## config.mk

```make
export PLATFORM = sky130hd
export DESIGN_NAME = mdec_regfile
export DESIGN_NICKNAME = d
export VERILOG_FILES = /design/src/rtl/mdec_pkg.sv /design/src/rtl/mdec_addr_dec.sv /design/src/rtl/mdec_wr_merge.sv /design/src/rtl/mdec_reg_slot.sv /design/src/rtl/mdec_regfile.sv
export SDC_FILE = /design/constraint.sdc
export NUM_CORES = 2
export LEC_CHECK = 0
export BUFFER_PORTS_ARGS = -buffer_cell sky130_fd_sc_hd__buf_2
export CELL_PAD_IN_SITES_DETAIL_PLACEMENT = 1
export CELL_PAD_IN_SITES_GLOBAL_PLACEMENT = 1
export CORE_ASPECT_RATIO = 0.5
export CORE_MARGIN = 10
export CORE_UTILIZATION = 56
export CTS_BUF_LIST = sky130_fd_sc_hd__clkbuf_4
export CTS_CLUSTER_SIZE = 20
export DETAILED_ROUTE_END_ITERATION = 16
export MAX_ROUTING_LAYER = met4
export PLACE_DENSITY_LB_ADDON = 0.2
export SLEW_MARGIN = 0
export SYNTH_ARGS = -nofsm -noshare
export SYNTH_HDL_FRONTEND = slang
export SYNTH_SLANG_ARGS = --single-unit
export TNS_END_PERCENT = 10
```

## constraint.sdc

```tcl
create_clock -name clk_i -period 6.8 [get_ports clk_i]
set_input_delay 0.68 -clock clk_i [delete_from_list [all_inputs] [get_ports clk_i]]
set_output_delay 0.68 -clock clk_i [all_outputs]
set_load 0.01 [all_outputs]
```

## src/rtl/mdec_pkg.sv

```systemverilog
package mdec_pkg;

  typedef enum logic [3:0] {
    RK_NONE, RK_CAP, RK_GCTL, RK_BLO, RK_BHI, RK_SLO, RK_SHI, RK_CTRL, RK_TLO, RK_THI
  } reg_kind_e;

  localparam int CTRL_COMMIT_BIT    = 9;
  localparam int CTRL_COMMITTED_BIT = 10;
  localparam int CTRL_ERR_BIT       = 11;
  localparam int DEC_BASE_WORD      = 4;
  localparam int DEC_STRIDE_WORDS   = 8;

  function automatic reg_kind_e kind_of(int unsigned widx, int unsigned num_dec);
    reg_kind_e k;
    k = RK_NONE;
    if (widx == 0) k = RK_CAP;
    else if (widx == 1) k = RK_GCTL;
    else if (widx >= DEC_BASE_WORD && widx < DEC_BASE_WORD + num_dec * DEC_STRIDE_WORDS) begin
      case ((widx - DEC_BASE_WORD) % DEC_STRIDE_WORDS)
        0: k = RK_BLO;
        1: k = RK_BHI;
        2: k = RK_SLO;
        3: k = RK_SHI;
        4: k = RK_CTRL;
        5: k = RK_TLO;
        6: k = RK_THI;
        default: k = RK_NONE;
      endcase
    end
    return k;
  endfunction

  function automatic logic [31:0] mask_of(reg_kind_e k, bit endpoint);
    case (k)
      RK_GCTL:              return 32'h0000_0003;
      RK_BLO, RK_SLO:       return 32'hF000_0000;
      RK_BHI, RK_SHI, RK_THI: return 32'hFFFF_FFFF;
      RK_CTRL:              return 32'h0000_13FF;
      RK_TLO:               return endpoint ? 32'hF000_0000 : 32'hFFFF_FFFF;
      default:              return 32'h0;
    endcase
  endfunction

  function automatic logic [3:0] dec_count_enc(int unsigned n);
    case (n)
      1: return 4'h0;
      2: return 4'h1;
      4: return 4'h2;
      default: return 4'h0;
    endcase
  endfunction

  function automatic logic [31:0] cap_word(int unsigned n);
    return {22'b0, 1'b1, 1'b1, 4'd1, dec_count_enc(n)};
  endfunction

  function automatic logic [31:0] reset_of(reg_kind_e k, int unsigned n);
    return (k == RK_CAP) ? cap_word(n) : 32'h0;
  endfunction

endpackage

```

## src/rtl/mdec_addr_dec.sv

```systemverilog
module mdec_addr_dec
  import mdec_pkg::*;
#(
  parameter int ADDR_W  = 8,
  parameter int NUM_DEC = 4,
  localparam int WIDX_W = ADDR_W - 2
) (
  input  logic [ADDR_W-1:0] addr_i,
  input  logic              wide_i,
  output logic [WIDX_W-1:0] widx_o,
  output reg_kind_e         kind_o,
  output logic              ok_o
);
  always_comb begin
    widx_o = addr_i[ADDR_W-1:2];
    kind_o = kind_of(32'(widx_o), NUM_DEC);
    ok_o   = !wide_i && (addr_i[1:0] == 2'b00) && (kind_o != RK_NONE);
  end
endmodule

```

## src/rtl/mdec_wr_merge.sv

```systemverilog
module mdec_wr_merge
  import mdec_pkg::*;
(
  input  logic [31:0] old_i,
  input  logic [31:0] wdata_i,
  input  logic [31:0] mask_i,
  input  logic        is_ctrl_i,
  output logic [31:0] new_o
);
  always_comb begin
    new_o = (wdata_i & mask_i) | (old_i & ~mask_i);
    if (is_ctrl_i) begin
      // commit handshake completes immediately
      new_o[CTRL_COMMITTED_BIT] = new_o[CTRL_COMMIT_BIT];
      new_o[CTRL_ERR_BIT]       = 1'b0;
    end
  end
endmodule

```

## src/rtl/mdec_reg_slot.sv

```systemverilog
module mdec_reg_slot #(
  parameter logic [31:0] RST_VAL = 32'h0
) (
  input  logic        clk_i,
  input  logic        rst_ni,
  input  logic        we_i,
  input  logic [31:0] d_i,
  output logic [31:0] q_o
);
  always_ff @(posedge clk_i or negedge rst_ni) begin
    if (!rst_ni)   q_o <= RST_VAL;
    else if (we_i) q_o <= d_i;
  end
endmodule

```

## src/rtl/mdec_regfile.sv

```systemverilog
module mdec_regfile
  import mdec_pkg::*;
#(
  parameter int ADDR_W   = 8,
  parameter int NUM_DEC  = 4,
  parameter bit ENDPOINT = 1'b1
) (
  input  logic              clk_i,
  input  logic              rst_ni,
  input  logic              req_valid_i,
  input  logic              req_write_i,
  input  logic              req_wide_i,
  input  logic [ADDR_W-1:0] req_addr_i,
  input  logic [31:0]       req_wdata_i,
  output logic              rsp_valid_o,
  output logic [31:0]       rsp_rdata_o
);
  localparam int WIDX_W = ADDR_W - 2;
  localparam int WORDS  = DEC_BASE_WORD + NUM_DEC * DEC_STRIDE_WORDS;

  logic [WIDX_W-1:0] widx;
  reg_kind_e         kind;
  logic              ok;
  logic [31:0]       q [WORDS];
  logic [31:0]       cur, merged;
  logic              wr_fire, rd_fire;

  mdec_addr_dec #(.ADDR_W(ADDR_W), .NUM_DEC(NUM_DEC)) u_dec (
    .addr_i (req_addr_i),
    .wide_i (req_wide_i),
    .widx_o (widx),
    .kind_o (kind),
    .ok_o   (ok)
  );

  always_comb begin
    cur = 32'h0;
    for (int i = 0; i < WORDS; i++) begin
      if (widx == WIDX_W'(i)) cur = q[i];
    end
  end

  mdec_wr_merge u_merge (
    .old_i     (cur),
    .wdata_i   (req_wdata_i),
    .mask_i    (mask_of(kind, ENDPOINT)),
    .is_ctrl_i (kind == RK_CTRL),
    .new_o     (merged)
  );

  assign wr_fire = req_valid_i && req_write_i && ok;
  assign rd_fire = req_valid_i && !req_write_i;

  for (genvar g = 0; g < WORDS; g++) begin : g_slot
    localparam reg_kind_e SK = kind_of(g, NUM_DEC);
    if (SK == RK_NONE) begin : g_hole
      assign q[g] = 32'h0;
    end else begin : g_reg
      mdec_reg_slot #(.RST_VAL(reset_of(SK, NUM_DEC))) u_slot (
        .clk_i  (clk_i),
        .rst_ni (rst_ni),
        .we_i   (wr_fire && (widx == WIDX_W'(g))),
        .d_i    (merged),
        .q_o    (q[g])
      );
    end
  end

  always_ff @(posedge clk_i or negedge rst_ni) begin
    if (!rst_ni) begin
      rsp_valid_o <= 1'b0;
      rsp_rdata_o <= 32'h0;
    end else begin
      rsp_valid_o <= rd_fire;
      rsp_rdata_o <= (rd_fire && ok) ? cur : 32'h0;
    end
  end
endmodule

```

* Word level (Yosys, flattened, before mapping) *
Memories as Yosys holds them, arrays and structs flattened.
Cells that the tools add are included.

storage, ports and cells
  register bits = 993
  memory bits (read-only) = 512
  input port bits = 45
  output and inout port bits = 33
  word-level logic and storage cells = 167
  memories kept = 1

memories
  name              depth  bits a word  rd ports  clocked after Yosys merged registers in  wr ports  line            text
  (name not given)  16     32           1         0                                        0         mdec_pkg.sv:34  case (k)

operators by class
  add/subtract/negate cells = 1
  order comparisons = 2
  equality and inequality tests = 42
  muxes and demuxes = 42
  bitwise logic cells = 4
  reductions and logical operators = 43

operators with widths
  operator                                                                              number
  32-bit two-way mux                                                                    37
  6-bit by 5-bit == test with 1-bit output (second input constant)                      16
  32-bit AND                                                                            2
  6-bit by 4-bit == test with 1-bit output (second input constant)                      8
  1-bit logical AND                                                                     37
  32-bit logical NOT                                                                    1
  32-bit inverter                                                                       1
  32-bit bitwise OR                                                                     1
  4-bit one-hot mux with 7 select lines                                                 1
  6-bit by 3-bit == test with 1-bit output (second input constant)                      4
  6-bit == test (second input constant)                                                 4
  6-bit by 2-bit == test with 1-bit output (second input constant)                      2
  4-bit two-way mux                                                                     3
  3-bit == test (second input constant)                                                 3
  3-bit by 2-bit == test with 1-bit output (second input constant)                      2
  6-bit by 1-bit == test with 1-bit output (second input constant)                      1
  6-bit by 3-bit greater-or-equal comparator with 1-bit output (second input constant)  1
  6-bit logical NOT                                                                     1
  6-bit less-than comparator (second input constant)                                    1
  4-bit by 3-bit == test with 1-bit output (second input constant)                      1
  4-bit nonzero test                                                                    1
  3-bit by 1-bit == test with 1-bit output (second input constant)                      1
  3-bit subtractor (second input constant)                                              1
  1-bit logical NOT                                                                     2
  2 further kinds                                                                       2

* Longest topological paths before layout *
  depth in word-level cells = 40
  mapped depth = 13
  gate-level depth less buffers = 7

* Hierarchy *
A second synthesis with hierarchy kept.

second synthesis, totals
  cell total of the unflattened synthesis = 3643
  area, all modules = 51329.2 um^2

by module, submodules not included
  module                                        instances  cells each  area each (um^2)  sequential area each (um^2)
  mdec_reg_slot at g_slot[10].g_reg.u_slot ...  29         68          1345.0            800.8
  mdec_regfile                                  1          1542        10383.7           825.8
  mdec_reg_slot at g_slot[0].g_reg.u_slot       1          68          1350.0            805.8
  mdec_wr_merge                                 1          34          385.4             0.0
  mdec_addr_dec                                 1          27          203.9             0.0

* Worst setup path before layout *
Ideal clock, no wire load.

  path type = input to register
  start point = input req_addr_i[7]
  end point = register g_slot[4].g_reg.u_slot.q_o[28]
  library setup time = 0.127 ns
  data arrival time = 2.587 ns
  data required time = 6.673 ns
  path slack = 4.085 ns
  stages on the path = 11
  path buffers = 5
  path through = buf_4 > buf_4 > buf_6 > nor3_2 > nor2_1 > o311a_1 > and2_1 > buf_2 > and3_1 > buf_2 > mux2_1

on the way
  longest elaborated chain between the ends = 39
  elaborated cells between the ends (all ways) = 87
  those cells by class = 2 x order compare; 35 x eq/ne; 39 x mux; 4 x bitwise; 6 x reduce/logical; 1 x memory

RTL lines
  what                              line                                text
  start, declared                   mdec_regfile.sv:13                  input logic [ADDR_W-1:0] req_addr_i,
  6-bit logical NOT                 mdec_pkg.sv:16, mdec_regfile.sv:39
  32-bit two-way mux (36 in a row)  mdec_regfile.sv:39                  if (widx == WIDX_W'(i)) cur = q[i];
  32-bit AND                        mdec_wr_merge.sv:11                 new_o = (wdata_i & mask_i) | (old_i & ~mask_i);
  32-bit bitwise OR                 mdec_wr_merge.sv:11
  end signal, assigned              mdec_reg_slot.sv:12                 else if (we_i) q_o <= d_i;
  end, declared                     mdec_reg_slot.sv:8                  output logic [31:0] q_o

Several ways; a longest one is shown, not always the timed one.
A chain may end at the register's enable or synchronous reset.

* Worst setup path after layout *
  start point = input req_addr_i[3]
  end point = register g_slot[34].g_reg.u_slot.q_o[10]

on the way
  longest elaborated chain between the ends = 40
  elaborated cells between the ends (all ways) = 98
  those cells by class = 1 x add/sub; 2 x order compare; 42 x eq/ne; 41 x mux; 4 x bitwise; 7 x reduce/logical; 1 x memory

RTL lines
  what                              line                                text
  6-bit logical NOT                 mdec_pkg.sv:16, mdec_regfile.sv:39
  32-bit two-way mux (36 in a row)  mdec_regfile.sv:39
  32-bit AND                        mdec_wr_merge.sv:11
  32-bit bitwise OR                 mdec_wr_merge.sv:11
  2-bit two-way mux                 mdec_wr_merge.sv:12                 if (is_ctrl_i) begin
  end signal, assigned              mdec_reg_slot.sv:12
  end, declared                     mdec_reg_slot.sv:8

Several ways; a longest one is shown, not always the timed one.

==> impl_metrics.json <==
{
  "clk_pin_slew_ns": 0.08,
  "min_period_over_period": 0.6020,
  "synth_top_area_cell": "dfrtp_1",
  "path_buf_inv": 1,
  "clockRootBuffer": "clkbuf_4",
  "async_flop_share": 1.000,
  "yosysSeqAreaShare": 0.6158,
  "cpMostUsedCell": "o21ai_0",
  "hold_class": "input port to flip-flop",
  "clock_path_buffers": 3,
  "antenna_found_initial": 18,
  "final_cell_mix": "dfrtp_1, nand2_1, o21ai_0, clkbuf_4, a21oi_1",
  "grt.overflow.total": 0,
  "die-area_mm2": 0.08386,
  "postCtsSetupRepairBufs": 0,
  "finalHoldViolations": 0,
  "critPathLaunchType": "input port",
  "cp.required_ns": 7.67,
  "powerDensity_mw_per_mm2": 263.3,
  "ant_nets": 0,
  "yosys-top-cells-area": "dfrtp_1, o21ai_0, nand2_1, clkbuf_1, a22oi_1",
  "clk-insertion-delay-late_ns": 1.11,
  "htreeDepth": 4,
  "grt_pass1_vias": 31990,
  "die-height_um": 209.8,
  "setup_viol": 0,
  "clock.fmax_mhz": 244.3,
  "p_leak_nw": 19.81,
  "cts_tree": "yes",
  "final_layout_size_suffix_gt1_frac": 0.1645,
  "synth_edf_count": 0,
  "via_per_inst": 6.552,
  "cp_slowest_cell": "nand3_1",
  "crit_fanout": 30,
  "slew_viol_final": 0,
  "syn_nets": 3909,
  "numCtsBuffers": 211,
  "io_buffers": 77,
  "dr_total_vias": 30270,
  "synth.distinct_cells": 97,
  "first_pass_iters": 7,
  "grt_usage": 0.3553,
  "path_delay_family": "simple AND/OR/NAND/NOR gates",
  "place.gp.congestion": 0.9669,
  "final_common_cell": "dfrtp_1",
  "dpl.hpwl_um": 92670,
  "stdcell_count": 4620,
  "ys.flop_type": "dfrtp_1",
  "rows": 69,
  "core_area_mm2": 0.07122,
  "drt_wl_total_um": 144400,
  "syn_inst": 3864,
  "maxCapViolCount": 0,
  "max_stage_delay_ns": 1.09,
  "rsz0062_at_grt": "no",
  "endpoint_kind": "flip-flop",
  "syn_area_mm2": 0.04036,
  "fin_crit_ns": 4.094,
  "grt_pass1_wl_um": 215200,
  "cp_cell_sequence": "buf_2, nor2b_1, nand3_1, o21ai_0, and3b_1, a31oi_1, o21ai_0",
  "grt_max_degree": 191,
  "io_pins": 78,
  "final_nets": 3543,
  "yosysTopAreaCellShare": 0.6132,
  "yosys_register_bits": 993,
  "clock-sinks": 993,
  "ir_drop_v": 0.0001196,
  "arrival_ns": 4.97,
  "post-place-cells": 4236,
  "syn_area_per_cell_um2": 10.45,
  "outcome": "complete, no violations",
  "tightest_slew_ns": 1.380,
  "maxSlewHeadroom": 0.07371,
  "wl_per_cell_um": 31.25,
  "die_x_um": 399.7,
  "initial_core_util": 0.5667,
  "syn_to_final_growth_pct": 5.177,
  "synth_warnings": 0,
  "cts_resized": 0,
  "first_iter_violations": 3623,
  "setup_tns_ns": 0,
  "fin_skew_ns": 0.08449,
  "drc": 0,
  "worst-setup-path-type": "input port to flip-flop",
  "fillers": 7473
}
==> kinds of logic (layout without fill, tap and decap cells) <==
group	after synthesis	in the layout	synth area share
flip-flops	993	993	0.6158
other	0	21	0
multiplexers	47	47	0.02179
buffers and inverters	758	535	0.07871
AO/OA/AOI/OAI	1167	1167	0.1838
AND/OR/NAND/NOR	898	898	0.09970
XOR/XNOR	1	1	0.0002170
==> final cells by class <==
class | count | area, um2 | share of cell area
inverters | 10 | 37.54 | 0.0008842
clock buffers | 312 | 2342 | 0.05518
flip-flops and latches | 993 | 24850 | 0.5855
repair buffers | 169 | 1191 | 0.02806
diodes | 21 | 52.55 | 0.001238
clock inverters | 44 | 367.9 | 0.008665
well taps | 958 | 1199 | 0.02824
multi-input cells | 2113 | 12410 | 0.2923
==> Yosys cell counts, types with 21 or more instances <==
library cell,instances
a21oi_1,109
a221oi_1,65
a222oi_1,22
a22oi_1,97
a31oi_1,25
and3_1,31
buf_2,142
clkbuf_1,573
dfrtp_1,989
mux4_2,31
nand2_1,579
nand3_1,46
nor2_1,100
o21a_1,21
o21ai_0,491
o21ai_1,76
o221ai_1,43
o22ai_1,54
==> worst reg2reg max path, delay by kind of cell (launching register included) <==
family,cells,cell delay (ns)
multiplexers,1,0.51
AND/OR/NAND/NOR,1,0.17
AO/OA/AOI/OAI,5,1.99
flip-flops,1,0.38
==> per-layer routing <==
layer | vias up | track usage | share of wire
li1 | 12630 | - | -
met2 | 1735 | 0.4798 | 0.42
met4 | 0 | 0.1220 | 0.033
met3 | 326 | 0.1452 | 0.13
met5 | - | - | 0
met1 | 15580 | 0.4815 | 0.41
==> sequential cells by signal (all words and copies together) (netlist names) <==
name	flops
rsp_valid_o	1
rsp_rdata_o	32
g_slot.g_reg.u_slot.q_o	960
==> through the flow <==
stage	area, um2	total power, mW	hold slack, ns	util	setup slack (ns)
2_1_floorplan	40360	6.220	0.3844	-	4.085
3_3_place_gp	39610	6.491	0.3561	0.5561	2.049
3_5_place_dp	39620	6.501	0.3585	0.5562	1.892
4_1_cts	42400	11.19	0.06501	0.5953	3.033
5_1_grt	42430	11.57	0.1058	0.5958	2.626
6_report	42450	11.18	0.1595	0.5960	2.706
==> final timing paths <==
check | start | end | slack (ns) | depth (start not counted)
worst min-delay path | req_wdata_i[22] | g_slot[18].g_reg.u_slot.q_o[22]$_DFFE_PN0P_ | 0.16 | 4
worst max register to register | g_slot[1].g_reg.u_slot.q_o[10]$_DFFE_PN0P_ | g_slot[34].g_reg.u_slot.q_o[10]$_DFFE_PN0P_ | 3.58 | 7
worst min register to register | g_slot[0].g_reg.u_slot.q_o[4]$_DFFE_PN1P_ | g_slot[0].g_reg.u_slot.q_o[4]$_DFFE_PN1P_ | 0.37 | 0
min in group asynchronous | rst_ni | g_slot[24].g_reg.u_slot.q_o[28]$_DFFE_PN0P_ | 0.31 | 2
max in group asynchronous | rst_ni | g_slot[14].g_reg.u_slot.q_o[22]$_DFFE_PN0P_ | 4.83 | 3
worst max-delay path | req_addr_i[3] | g_slot[34].g_reg.u_slot.q_o[10]$_DFFE_PN0P_ | 2.71 | 7
==> what timing repair did <==
| item | in CTS | in global routing |
|---|---|---|
| hold buffers | 7 | 0 |
| hold endpoints to repair | 99 | 0 |
| endpoints found under the setup margin | 0 | 0 |
==> report_power, final <==
group / total, mW / internal, mW / switching (mW)
Sequential: 5.92 / 5.91 / 0.00810
Combinational: 0.480 / 0.0928 / 0.387
Clock: 4.78 / 2.34 / 2.43
Total: 11.2 / 8.35 / 2.83
No activity file was read; power rests on OpenSTA's default activity.
